### src/rtl/miss_sleep_seq.sv
module miss_sleep_seq #(
  parameter int ADDR_W = 40,
  parameter int CNT_W  = 16
) (
  input  logic              clk,
  input  logic              rst_n,
  input  logic              l1_miss_vld,
  input  logic [ADDR_W-1:0] l1_miss_addr,
  input  logic              llc_rpt_vld,
  input  logic              llc_rpt_miss,
  input  logic [ADDR_W-1:0] llc_rpt_addr,
  input  logic              fill_vld,
  input  logic [ADDR_W-1:0] fill_addr,
  input  logic              core_stalled,
  input  logic              ckpt_done,
  input  logic              rstr_done,
  output logic              shutdown_o,
  output logic              wakeup_o,
  output logic              core_asleep,
  output logic              busy,
  output logic [CNT_W-1:0]  sleep_count
);

  typedef enum logic [2:0] {S_IDLE, S_PEND, S_CKPT, S_SLEEP, S_RSTR} st_t;

  st_t              st, st_nx;
  logic [ADDR_W-1:0] trk;
  logic             ckpt_seen, fill_seen;

  wire rpt_hit  = llc_rpt_vld && (llc_rpt_addr == trk);
  wire fill_hit = fill_vld && (fill_addr == trk);
  wire ckpt_fin = ckpt_seen || ckpt_done;
  wire fill_any = fill_seen || fill_hit;

  always_comb begin
    st_nx = st;
    unique case (st)
      S_IDLE:  if (l1_miss_vld) st_nx = S_PEND;
      S_PEND:  if (rpt_hit) st_nx = llc_rpt_miss ? S_CKPT : S_IDLE;
      S_CKPT:  if (ckpt_fin) begin
                 if (fill_any)          st_nx = S_RSTR;
                 else if (core_stalled) st_nx = S_SLEEP;
               end
      S_SLEEP: if (fill_hit) st_nx = S_RSTR;
      S_RSTR:  if (rstr_done) st_nx = S_IDLE;
      default: st_nx = S_IDLE;
    endcase
  end

  always_ff @(posedge clk) begin
    if (!rst_n) begin
      st          <= S_IDLE;
      trk         <= '0;
      ckpt_seen   <= 1'b0;
      fill_seen   <= 1'b0;
      shutdown_o  <= 1'b0;
      wakeup_o    <= 1'b0;
      sleep_count <= '0;
    end else begin
      st         <= st_nx;
      if (st == S_IDLE && l1_miss_vld) trk <= l1_miss_addr;
      ckpt_seen  <= (st == S_CKPT) && ckpt_fin;
      fill_seen  <= (st == S_CKPT) && fill_any;
      shutdown_o <= (st == S_PEND) && (st_nx == S_CKPT);
      wakeup_o   <= (st != S_RSTR) && (st_nx == S_RSTR);
      if (st != S_SLEEP && st_nx == S_SLEEP) sleep_count <= sleep_count + 1'b1;
    end
  end

  assign core_asleep = (st == S_SLEEP);
  assign busy        = (st != S_IDLE);

endmodule


### config.mk
export PLATFORM = sky130hd
export DESIGN_NAME = miss_sleep_seq
export DESIGN_NICKNAME = d
export VERILOG_FILES = /design/src/rtl/miss_sleep_seq.sv
export SDC_FILE = /design/constraint.sdc
export NUM_CORES = 1
export LEC_CHECK = 0
export ABC_AREA = 1
export BUFFER_PORTS_ARGS = -buffer_cell sky130_fd_sc_hd__buf_2
export CORE_MARGIN = 2
export CORE_UTILIZATION = 51
export DETAILED_ROUTE_END_ITERATION = 6
export GPL_ROUTABILITY_DRIVEN = 0
export GPL_TIMING_DRIVEN = 1
export PLACE_DENSITY = 0.81
export RECOVER_POWER = 25
export SYNTH_ARGS = -nofsm -noshare
export SYNTH_HDL_FRONTEND = slang
export SYNTH_SLANG_ARGS = --single-unit
### constraint.sdc
create_clock -name clk -period 1.9 [get_ports clk]
set_clock_uncertainty 0.15 [all_clocks]
set_input_delay 0 -clock clk [delete_from_list [all_inputs] [get_ports clk]]
set_output_delay 0 -clock clk [all_outputs]
set_load 0.005 [all_outputs]
# Word level (Yosys, flattened, before mapping)
# Index checks and enable logic that the tools add are counted.
[classes] div=0 shifts=0 multipliers=0 bitwise=0 muxes=9 reduce_logical=12 n_eq_ne=11 n_lt_le_gt_ge=0 add_sub_neg=1
[op_table] cell="$eq 40x40->1" count=2
[op_table] cell="$mux 3" count=7
[op_table] cell="$add 16x1->16 const B" count=1
[op_table] cell="$pmux 3 s5" count=1
[op_table] cell="$eq 3x2->1 const B" count=4
[op_table] cell="$logic_and 1x1->1" count=8
[op_table] cell="$eq 3x3->1 const B" count=2
[op_table] cell="$eq 3x1->1 const B" count=1
[op_table] cell="$logic_not 3->1" count=1
[op_table] cell="$ne 3x2->1 const B" count=1
[op_table] cell="$ne 3x3->1 const B" count=1
[op_table] cell="$reduce_bool 3->1" count=1
[op_table] cell="$logic_or 1x1->1" count=2
[op_table] cell="$mux 2" count=1
[word_totals] out_inout_bits=20 latchBits=0 memories=0 ramBits=0 mem_bits_ro=0 regBits=63 in_bits=129 wordCells=40

# Longest topological paths before layout
# Gate-level depths: netlist (run 1).
[depth] word_depth=8 mapped_depth=14 mapped_depth_nobuf=14

# Least setup slack after synthesis (run 1)
# OpenSTA, ideal clock, no wires.
[synth_timing] kind="reg-to-reg" start="reg sleep_count[0]" end="reg sleep_count[12]" stages_incl_launch_ff=9 setup_ns=0.071 arrival_ns=1.487 period_less_slack_ns=1.708 required_time_ns=1.679 n_path_buf=0 slack_ns=0.192 path_cell_list="dfxtp_1 > ha_1 > nand2_1 > nor2_1 > inv_1 > nor4_1 > xor2_1 > nand2_1 > a21oi_1"
[synth_between] elab_chain_cells=1
[synth_rtl] item="start: declaration" line="21" text="output logic [CNT_W-1:0] sleep_count"
[synth_rtl] item="start signal: assignment" line="66" text="if (st != S_SLEEP && st_nx == S_SLEEP) sleep_count <= sleep_count + 1'b1;"
[synth_rtl] item="$add 16x1->16" line="66"
# Every way passes these cells.
# A chain may end at the register's enable or synchronous reset.

# Worst setup path after layout (run 1)
[layout_timing] start="reg trk[16]" end="reg sleep_count[7]"
[layout_between] elab_chain_cells=8 elab_cells_between_ends=12 cone_classes="eq/ne (3); mux (5); reduce/logical (4)"
[layout_rtl] item="start: declaration" line="27" text="logic [ADDR_W-1:0] trk;"
[layout_rtl] item="start signal: assignment" line="61" text="if (st == S_IDLE && l1_miss_vld) trk <= l1_miss_addr;"
[layout_rtl] item="$eq 40x40->1" line="31" text="wire fill_hit = fill_vld && (fill_addr == trk);"
[layout_rtl] item="$logic_and 1x1->1" line="31"
[layout_rtl] item="$logic_or 1x1->1" line="33" text="wire fill_any = fill_seen || fill_hit;"
[layout_rtl] item="$mux 3" line="41" text="if (fill_any) st_nx = S_RSTR;"
[layout_rtl] item="$mux 3" line="40" text="S_CKPT: if (ckpt_fin) begin"
[layout_rtl] item="$pmux 3 s5 (*)" line="37" text="unique case (st)"
[layout_rtl] item="$eq 3x2->1 (*)" line="66"
[layout_rtl] item="$logic_and 1x1->1 (*)" line="66"
# Mark *: on every way between the ends. The rest lies on a longest branch, timed or not.

==> run summary, run 1 <==
outcome - finished with violations
failing checks - setup timing
Post-Synth Adder-Cell Area - 0.294%
Slew Viols, Final - 0
die area - 0.00909 sq mm
Root Buffer - clkbuf_8
first-pass iteration count of the detailed router - 5
largest family of logic cells by synthesized area - simple AND/OR/NAND/NOR gates
Setup crit start kind - flop
fillers - 686
Min-Delay Path Class - input port to flop
internal power - 0.00238 W
hold violation count in the final report - 0
HPWL Detailed - 10500 microns
Setup WS pre-CTS - -0.0794 ns
worst path cell trace - inv_1 > nand2_1 > nand2_1 > nand2_1 > nor2_2 > nand2_1 > nor2_2 > nand3_4 > nand3_4 > clkinvlp_4 > nand2_1 > a21oi_2
Synth Area in Simple Gates - 34.1%
All-Layer GR Usage - 31.6%
metal2 WL - 6990 microns
Worst path top cell family by delay - simple AND/OR/NAND/NOR gates
antenna violations before repair - 0
Syn Nets - 859
most frequent CP cell - nand2_1
Mean Syn Cell Area - 5.84 sq um
vias in the first global route - 5163
post-route DRC violation count - 0
Die X-Extent - 95.3 microns
RSZ-0062 raised after global routing - yes
Antenna Cells - 0
compound-gate portion of the synthesized area - 15.9%
# rows - 33
CP Class - flop to flop
logic gate share of total power - 24.5%
Tcrit/Tclk final - 103%
Critical-path top delay cell - dfxtp_1
DRT Wirelength - 14700 microns
Final Cell Area - 0.00596 sq mm
Mapped Area - 0.00426 sq mm
Util after Layout - 73.3%
CP peak stage delay - 0.34 ns
initial core utilization - 52.3%
Net Sw Power - 0.00115 W
worst-margin pin slew - 0.449 ns
Layout area overhead - 40.1%
Clk pwr share - 34.0%
highest routed layer - met4
Cells after Synth - 729
Crit path arrival time - 2.07 ns
global route overflow - 0
post-synthesis async set-or-reset flop share - 0%
Buf/Inv on CP - 2
multiplexer share of the synthesized area - 0%
Clk pin slew, worst setup/hold paths - 0.08 ns
Ports - 149
Rel. slew slack - 69.8%
sequential share of power - 41.4%
Crit path required time - 2.00 ns
# clock sinks - 63
unique cell type count in the Yosys netlist - 29
DP Area - 0.00516 sq mm
Fmax - 0.509 GHz
switching share of power - 32.5%
Post-Synth XOR/XNOR Area - 7.41%
PD cells - 592 mW/mm^2
area of the multi-input gates - 0.00256 sq mm
worst setup margin - -0.0660 ns
critical path endpoint category - flop
CTS buffer count - 9
first-pass GRT wire length - 22300 microns
sequential cell area - 0.00128 sq mm
area of the core - 0.00813 sq mm
register bit total from synthesis - 63
fin nets - 1067
CTS Buffer Depth - 2
CTS tree - built
Top FF cell, synth - dfxtp_1
Routed Antenna Nets - 0
Port Buffers - 148
Worst-Skew Late Latency - 0.36 ns
vias - 5457
vias per cell - 5.21
Leak - 2.98 nW
Max IR drop VDD - 333 uV
Die Height - 95.3 microns
DR iter-0 viols - 325
per-cell routed wire length - 14.0 microns
synth warn - 0
layout cells sized above 1 - 25.7%
largest net degree at the start of global routing - 81
MaxCap Viol Count - 0
WL met3 - 1160 microns
crit path max fanout - 7
EDFF count, synth - 0
H-tree levels - 3
Seq/Total Area, Yosys - 29.6%
fin crit period - 1.97 ns
final setup violation count - 14
M1 WL - 5850 microns
-- metrics by stage --
stage / std cells / total power [W] / TNS (ns) / hold slack [ns]
floorplan: 729 / 0.00191 / 0 / -0.0116
global placement: 979 / 0.00220 / -0.0278 / 0.101
detailed placement: 979 / 0.00222 / -0.911 / 0.123
CTS: 1045 / 0.00349 / 0 / 0.0419
global route: 1047 / 0.00368 / -2.46 / 0.124
finish: 1047 / 0.00353 / -0.556 / 0.0594
-- cell usage after synthesis, drive strengths merged, types with 2 or more instances --
cell,instances,area [sq um]
nor3,11,55.1
nor2,73,277
xnor2,17,149
inv,117,439
clkbuf,13,48.8
or2,4,25.0
o211ai,2,15.0
xor2,19,166
nand2,244,923
nand3,21,115
buf,4,42.5
o21ai,68,340
a21oi,59,303
nor4,2,12.5
clkinv,2,7.51
dfxtp,63,1260
nand4,6,37.5
-- state kept, by name, summed over array words and instances (netlist names) --
signal and count:
sleep_count 16, ckpt_seen 1, wakeup_o 1, trk 40, fill_seen 1, st 3
shutdown_o 1
-- power by group through the flow --
stage | combinational (W) | clock [W] | sequential, W
6_report | 0.000866 | 0.00120 | 0.00146
3_5_place_dp | 0.000740 | 0 | 0.00148
3_3_place_gp | 0.000728 | 0 | 0.00148
4_1_cts | 0.000826 | 0.00121 | 0.00145
2_1_floorplan | 0.000446 | 0 | 0.00147
5_1_grt | 0.000953 | 0.00126 | 0.00147
-- worst min-delay path, cell delays in order --
cell and delay (ns):
buf_2 0.09, xnor2_1 0.06, nand3_1 0.06, nor2_1 0.05
nand2_1 0.06, nand2_1 0.06, nand4_1 0.10, nor2_1 0.04
-- per-layer routing --
layer / global-route usage, % / vias to the layer above
met5: 0 / -
met2: 54.1 / 266
met1: 37.0 / 2444
met4: 18.5 / 0
met3: 5.38 / 70
li1: - / 2677
-- repair_timing --
action                                 in CTS  in global routing
hold buffers                               45                  0
gates cloned                                1                  0
setup endpoints to repair                  15                 21
endpoints found under the hold margin      46                  0
resized for setup                          17                 40
setup buffers                               4                  2
pin swaps                                  11                 18
-- final timing paths --
check                    from  slack [ns]  cells past startpoint             end
max                   trk[16]       -0.07                     12  sleep_count[7]
min          llc_rpt_addr[24]        0.06                      8      shutdown_o
max reg2reg           trk[16]       -0.07                     12  sleep_count[7]
min reg2reg           trk[17]        0.34                      2         trk[17]
-- cell type report --
cell class | count | area share [%]
clock buffer | 9 | 2.08
clock inverter | 7 | 1.22
inverter | 119 | 7.56
multi-input combinational | 530 | 42.9
sequential | 63 | 21.5
tap | 105 | 2.20
timing repair buffer | 213 | 22.4
timing repair inverter | 1 | 0.126
-- kinds of logic after synthesis --
kind of cell / after synthesis
AND/OR/NAND/NOR: 362
AO/OA/AOI/OAI: 131
XOR/XNOR: 36
flip-flops: 63
buffers and inverters: 136
adder cells (fa/ha/maj): 1
-- cell usage in the layout (no fill, tap or decap), types with 4 or more instances in the layout --
cell | synthesis | routed
or2_2 | 4 | 4
nand4_1 | 6 | 6
o21ai_0 | 68 | 67
nor2_1 | 72 | 66
a21oi_1 | 57 | 54
clkbuf_1 | 13 | 13
dlygate4sd3_1 | 0 | 45
xnor2_1 | 17 | 16
inv_1 | 113 | 104
nand2_2 | 3 | 16
inv_2 | 4 | 12
dfxtp_2 | 0 | 17
nand2_1 | 241 | 228
clkinvlp_4 | 0 | 4
nor2_2 | 1 | 7
clkbuf_8 | 0 | 9
dfxtp_1 | 63 | 46
nor3_1 | 11 | 10
xor2_1 | 19 | 18
nand3_1 | 19 | 18
a21oi_2 | 2 | 5
buf_2 | 0 | 138
buf_4 | 1 | 15
Note: power is estimated with default switching activity, not from simulation.
==> run 2, diff against run 1 <==
PLACE_DENSITY = default   (was 0.81)
PLACE_DENSITY_LB_ADDON = 0.12   (was default)
REMOVE_ABC_BUFFERS = 1   (was default)
==> run summary, run 2 (synthesis gave the netlist of run 1 again) <==
first-pass iteration count of the detailed router - 6
DRT Wirelength - 14100 microns
internal power - 0.00263 W
fillers - 704
# rows - 33
CTS tree - built
fin crit period - 1.87 ns
Die X-Extent - 95.3 microns
Fmax - 0.536 GHz
DR iter-0 viols - 294
H-tree levels - 3
HPWL Detailed - 10600 microns
setup slack, reg-to-reg - 0.03 ns
per-cell routed wire length - 13.5 microns
PD cells - 620 mW/mm^2
WHS - 0.0270 ns
Clk pwr share - 37.0%
All-Layer GR Usage - 30.6%
crit path max fanout - 4
Leak - 2.99 nW
largest net degree at the start of global routing - 47
layout cells sized above 1 - 27.1%
Die Height - 95.3 microns
commonest non-fill, non-tap cell in the layout - nand2_1
# clock sinks - 63
Crit path arrival time - 2.00 ns
Slew Viols, Final - 0
Max IR drop VDD - 460 uV
Regs by FF count - trk x40, sleep_count x16, st x3
MaxCap Viol Count - 0
RSZ-0062 raised after global routing - yes
worst-margin pin slew - 0.681 ns
Worst-Skew Late Latency - 0.35 ns
Min-Delay Path Class - input port to flop
sequential share of power - 39.3%
outcome - completed
hold violation count in the final report - 0
Setup crit start kind - flop
critical path endpoint category - flop
area of the core - 0.00813 sq mm
initial core utilization - 52.3%
CTS buffer count - 9
first-pass GRT wire length - 21500 microns
global route overflow - 0
Clk pin slew, worst setup/hold paths - 0.07 ns
fin nets - 1064
final setup violation count - 0
vias - 5293
Antenna Cells - 0
Largest Register - trk
Final Cell Area - 0.00601 sq mm
vias per cell - 5.07
fin cells - 1043
Port Buffers - 148
Net Sw Power - 0.00110 W
Rel. slew slack - 54.2%
Crit path required time - 2.03 ns
max FFs per register - 40
Tcrit/Tclk final - 98.2%
most frequent cells in the layout - 222 x nand2_1, 137 x buf_2, 99 x inv_1
switching share of power - 29.5%
DP Area - 0.00517 sq mm
logic gate share of total power - 23.7%
Layout area overhead - 41.3%
Routed Antenna Nets - 0
CTS Buffer Depth - 2
die area - 0.00909 sq mm
antenna violations before repair - 0
Root Buffer - clkbuf_8
CP Class - flop to flop
post-route DRC violation count - 0
Placed Cells - 980
Util after Layout - 73.9%
Ports - 149
vias in the first global route - 4850
## run 2: critical path: stages (launching register included)
cell	delay [ns]
dfxtp_2	0.34
nand2_1	0.12
nand2_1	0.08
inv_1	0.07
nand2_1	0.06
nor2_1	0.09
nand2_1	0.07
nor2_1	0.13
nand3_2	0.12
buf_4	0.18
nand2_2	0.07
nand3_2	0.09
nand2_1	0.09
nand2_1	0.05
nor2_1	0.10
## run 2: layer usage
metal	routed length, microns	track usage (%)	share of wire (%)	vias up
met5	0	0	0	-
met2	6740	51.6	48	241
met1	5870	38.1	42	2350
met4	389	12.1	2.8	0
met3	1080	6.48	7.7	44
li1	-	-	-	2658
## run 2: final cells by class
type / instances / area, sq um / share of cell area (%)
Sequential cell: 63 / 1290 / 21.4
Tap cell: 105 / 131 / 2.18
Multi-Input combinational cell: 530 / 2600 / 43.2
Timing Repair Buffer: 210 / 1310 / 21.8
Clock buffer: 12 / 165 / 2.75
Timing Repair inverter: 1 / 7.51 / 0.125
Clock inverter: 3 / 65.1 / 1.08
Inverter: 119 / 453 / 7.53
## run 2: path summary, 6_finish.rpt
| kind | from | endpoint | cells past startpoint |
|---|---|---|---|
| max | trk[17] | wakeup_o | 14 |
| min reg2reg | ckpt_seen | ckpt_seen | 2 |
| max reg2reg | trk[17] | wakeup_o | 14 |
| min | llc_rpt_miss | st[1] | 7 |
## run 2: repair_timing
item	4_1_cts	5_1_grt
buffers inserted	0	2
cloned	0	1
hold endpoints to repair	44	0
hold buffers	45	0
setup endpoints to repair	10	22
resized for setup	1	76
pin swaps	0	20
## run 2: through the flow
stage               TNS (ns)  power (W)  setup WS [ns]
floorplan             -25.29    0.00190         -0.613
global placement           0    0.00220         0.0116
detailed placement    -0.128    0.00222        -0.0272
CTS                        0    0.00365        0.00938
global route          -0.850    0.00390         -0.110
finish                     0    0.00373         0.0336
## run 2: power by group through the flow
stage,clock (W),combinational [W],sequential [W]
floorplan,0,0.000432,0.00147
global placement,0,0.000730,0.00147
detailed placement,0,0.000745,0.00148
CTS,0.00138,0.000822,0.00145
global route,0.00145,0.000980,0.00147
finish,0.00138,0.000882,0.00147
==> run 3, diff against run 2 <==
PLACE_DENSITY = 0.77   (was default)
PLACE_DENSITY_LB_ADDON = default   (was 0.12)
==> run summary, run 3 (synthesis gave the netlist of run 1 again) <==
grt peak-use layer - met2
fin cells - 1046
most frequent CP cell - nand2_1
Layout area overhead - 41.0%
vias - 5429
Antenna Cells - 0
MaxCap Viol Count - 0
Min-Delay Path Class - input port to flop
Leak - 3.00 nW
setup TNS - 0 ns
Total Power - 0.00356 W
critical path endpoint category - flop
Setup crit start kind - flop
Critical-path top delay cell - dfxtp_2
Clk pin slew, worst setup/hold paths - 0.08 ns
Placed Cells - 980
layout cells sized above 1 - 27.1%
CTS buffer count - 9
switching share of power - 32.6%
per-cell routed wire length - 14.0 microns
sequential share of power - 41.1%
first-pass GRT wire length - 21800 microns
Buf/Inv on CP - 3
Crit path required time - 1.99 ns
met1 Use GR - 36.7%
fin crit period - 1.86 ns
worst path cell trace - inv_2 > nand2_2 > nand2_1 > inv_1 > nand2_1 > nor2_1 > nand2_1 > nor2_1 > nand3_2 > nand3_4 > clkinvlp_4 > nand2_1 > a21oi_1
beginning of the critical path - trk[27]
max FFs per register - 40
Worst-Skew Late Latency - 0.35 ns
Root Buffer - clkbuf_8
CTS tree - built
DRT Wirelength - 14600 microns
DR iter-0 viols - 411
area of the core - 0.00813 sq mm
Fmax - 0.537 GHz
first-pass iteration count of the detailed router - 6
Routed Antenna Nets - 0
outcome - completed
die area - 0.00909 sq mm
antenna violations before repair - 0
worst-margin pin slew - 0.608 ns
commonest non-fill, non-tap cell in the layout - nand2_1
GR Util met3 - 4.51%
reg2reg end - sleep_count[11]
Die Height - 95.3 microns
vias per cell - 5.19
crit path max fanout - 7
RSZ-0062 raised after global routing - yes
H-tree levels - 3
M2 GR Usage - 53.8%
Rel. slew slack - 59.2%
All-Layer GR Usage - 30.9%
Largest Register - trk
Regs by FF count - trk x40, sleep_count x16, st x3
HPWL Detailed - 10700 microns
Clk pwr share - 33.9%
Port Buffers - 148
CP Class - flop to flop
internal power - 0.00240 W
setup slack, reg-to-reg - 0.04 ns
fin nets - 1066
hold violation count in the final report - 0
PD cells - 594 mW/mm^2
# clock sinks - 63
logic gate share of total power - 25.0%
CP endpoint - sleep_count[11]
CP peak stage delay - 0.34 ns
Ports - 149
CTS Buffer Depth - 2
Crit path arrival time - 1.95 ns
cells on worst reg2reg path - 13
initial core utilization - 52.3%
global route overflow - 0
Reg-to-Reg Start - trk[27]
Max IR drop VDD - 361 uV
WHS - 0.0555 ns
CP Depth - 13
final setup violation count - 0
Net Sw Power - 0.00116 W
vias in the first global route - 4999
Tcrit/Tclk final - 98.0%
Die X-Extent - 95.3 microns
post-route DRC violation count - 0
Worst path top cell family by delay - simple AND/OR/NAND/NOR gates
most frequent cells in the layout - 227 x nand2_1, 140 x buf_2, 98 x inv_1
Slew Viols, Final - 0
largest net degree at the start of global routing - 43
# rows - 33
## run 3: per-layer routing
metal  wire, microns  vias to the layer above  share of wire, %
met5               0                        -                 0
met4             585                        0               4.0
met3            1240                       51               8.5
met2            6970                      286                48
met1            5830                     2424                40
li1                -                     2668                 -
## run 3: through the flow
step / setup WS, ns / util (%) / cell area [sq um]
after global placement: 0.000265 / 63.7 / 5180
final: 0.0372 / 73.7 / 6000
after detailed placement: -0.0168 / 63.7 / 5180
after CTS: 0.00183 / 72.0 / 5850
after global routing: -0.0974 / 73.7 / 6000
after floorplan: -0.613 / - / 4160
## run 3: layout make-up
class                           count  area [sq um]
Clock buffer                        9           124
Clock inverter                      7          73.8
Fill cell                         665          2140
Inverter                          119           450
Multi-Input combinational cell    530          2570
Sequential cell                    63          1290
Tap cell                          105           131
Timing Repair Buffer              212          1360
Timing Repair inverter              1          7.51
## run 3: worst min path at each step
stage,startpoint,end,slack (ns),depth (start not counted)
global placement,ckpt_done,ckpt_seen,0.12,3
global route,l1_miss_vld,trk[19],0.07,4
floorplan,rst_n,sleep_count[1],-0.01,2
CTS,llc_rpt_miss,st[1],0.006,7
detailed placement,ckpt_done,ckpt_seen,0.12,3
finish,llc_rpt_miss,st[1],0.06,7
## run 3: worst min-delay path, stage by stage
cell and delay, ns:
buf_2 0.07, inv_1 0.04, nor2_1 0.12, nand3_1 0.09
nand2_1 0.08, a21oi_2 0.04, nor2_1 0.07
## run 3: repair_timing
action,in CTS,in global routing
setup buffers,0,4
resized for setup,4,62
pin swaps,0,21
hold buffers,45,0
endpoints found under the hold margin,46,0
endpoints found under the setup margin,14,23
gates cloned,1,1
## run 3: power groups by stage
| stage | clock [W] | combinational (W) | sequential (W) |
|---|---|---|---|
| 6_report | 0.00121 | 0.000890 | 0.00146 |
| 5_1_grt | 0.00127 | 0.000981 | 0.00147 |
| 3_5_place_dp | 0 | 0.000750 | 0.00148 |
| 3_3_place_gp | 0 | 0.000735 | 0.00147 |
| 2_1_floorplan | 0 | 0.000432 | 0.00147 |
| 4_1_cts | 0.00122 | 0.000831 | 0.00145 |
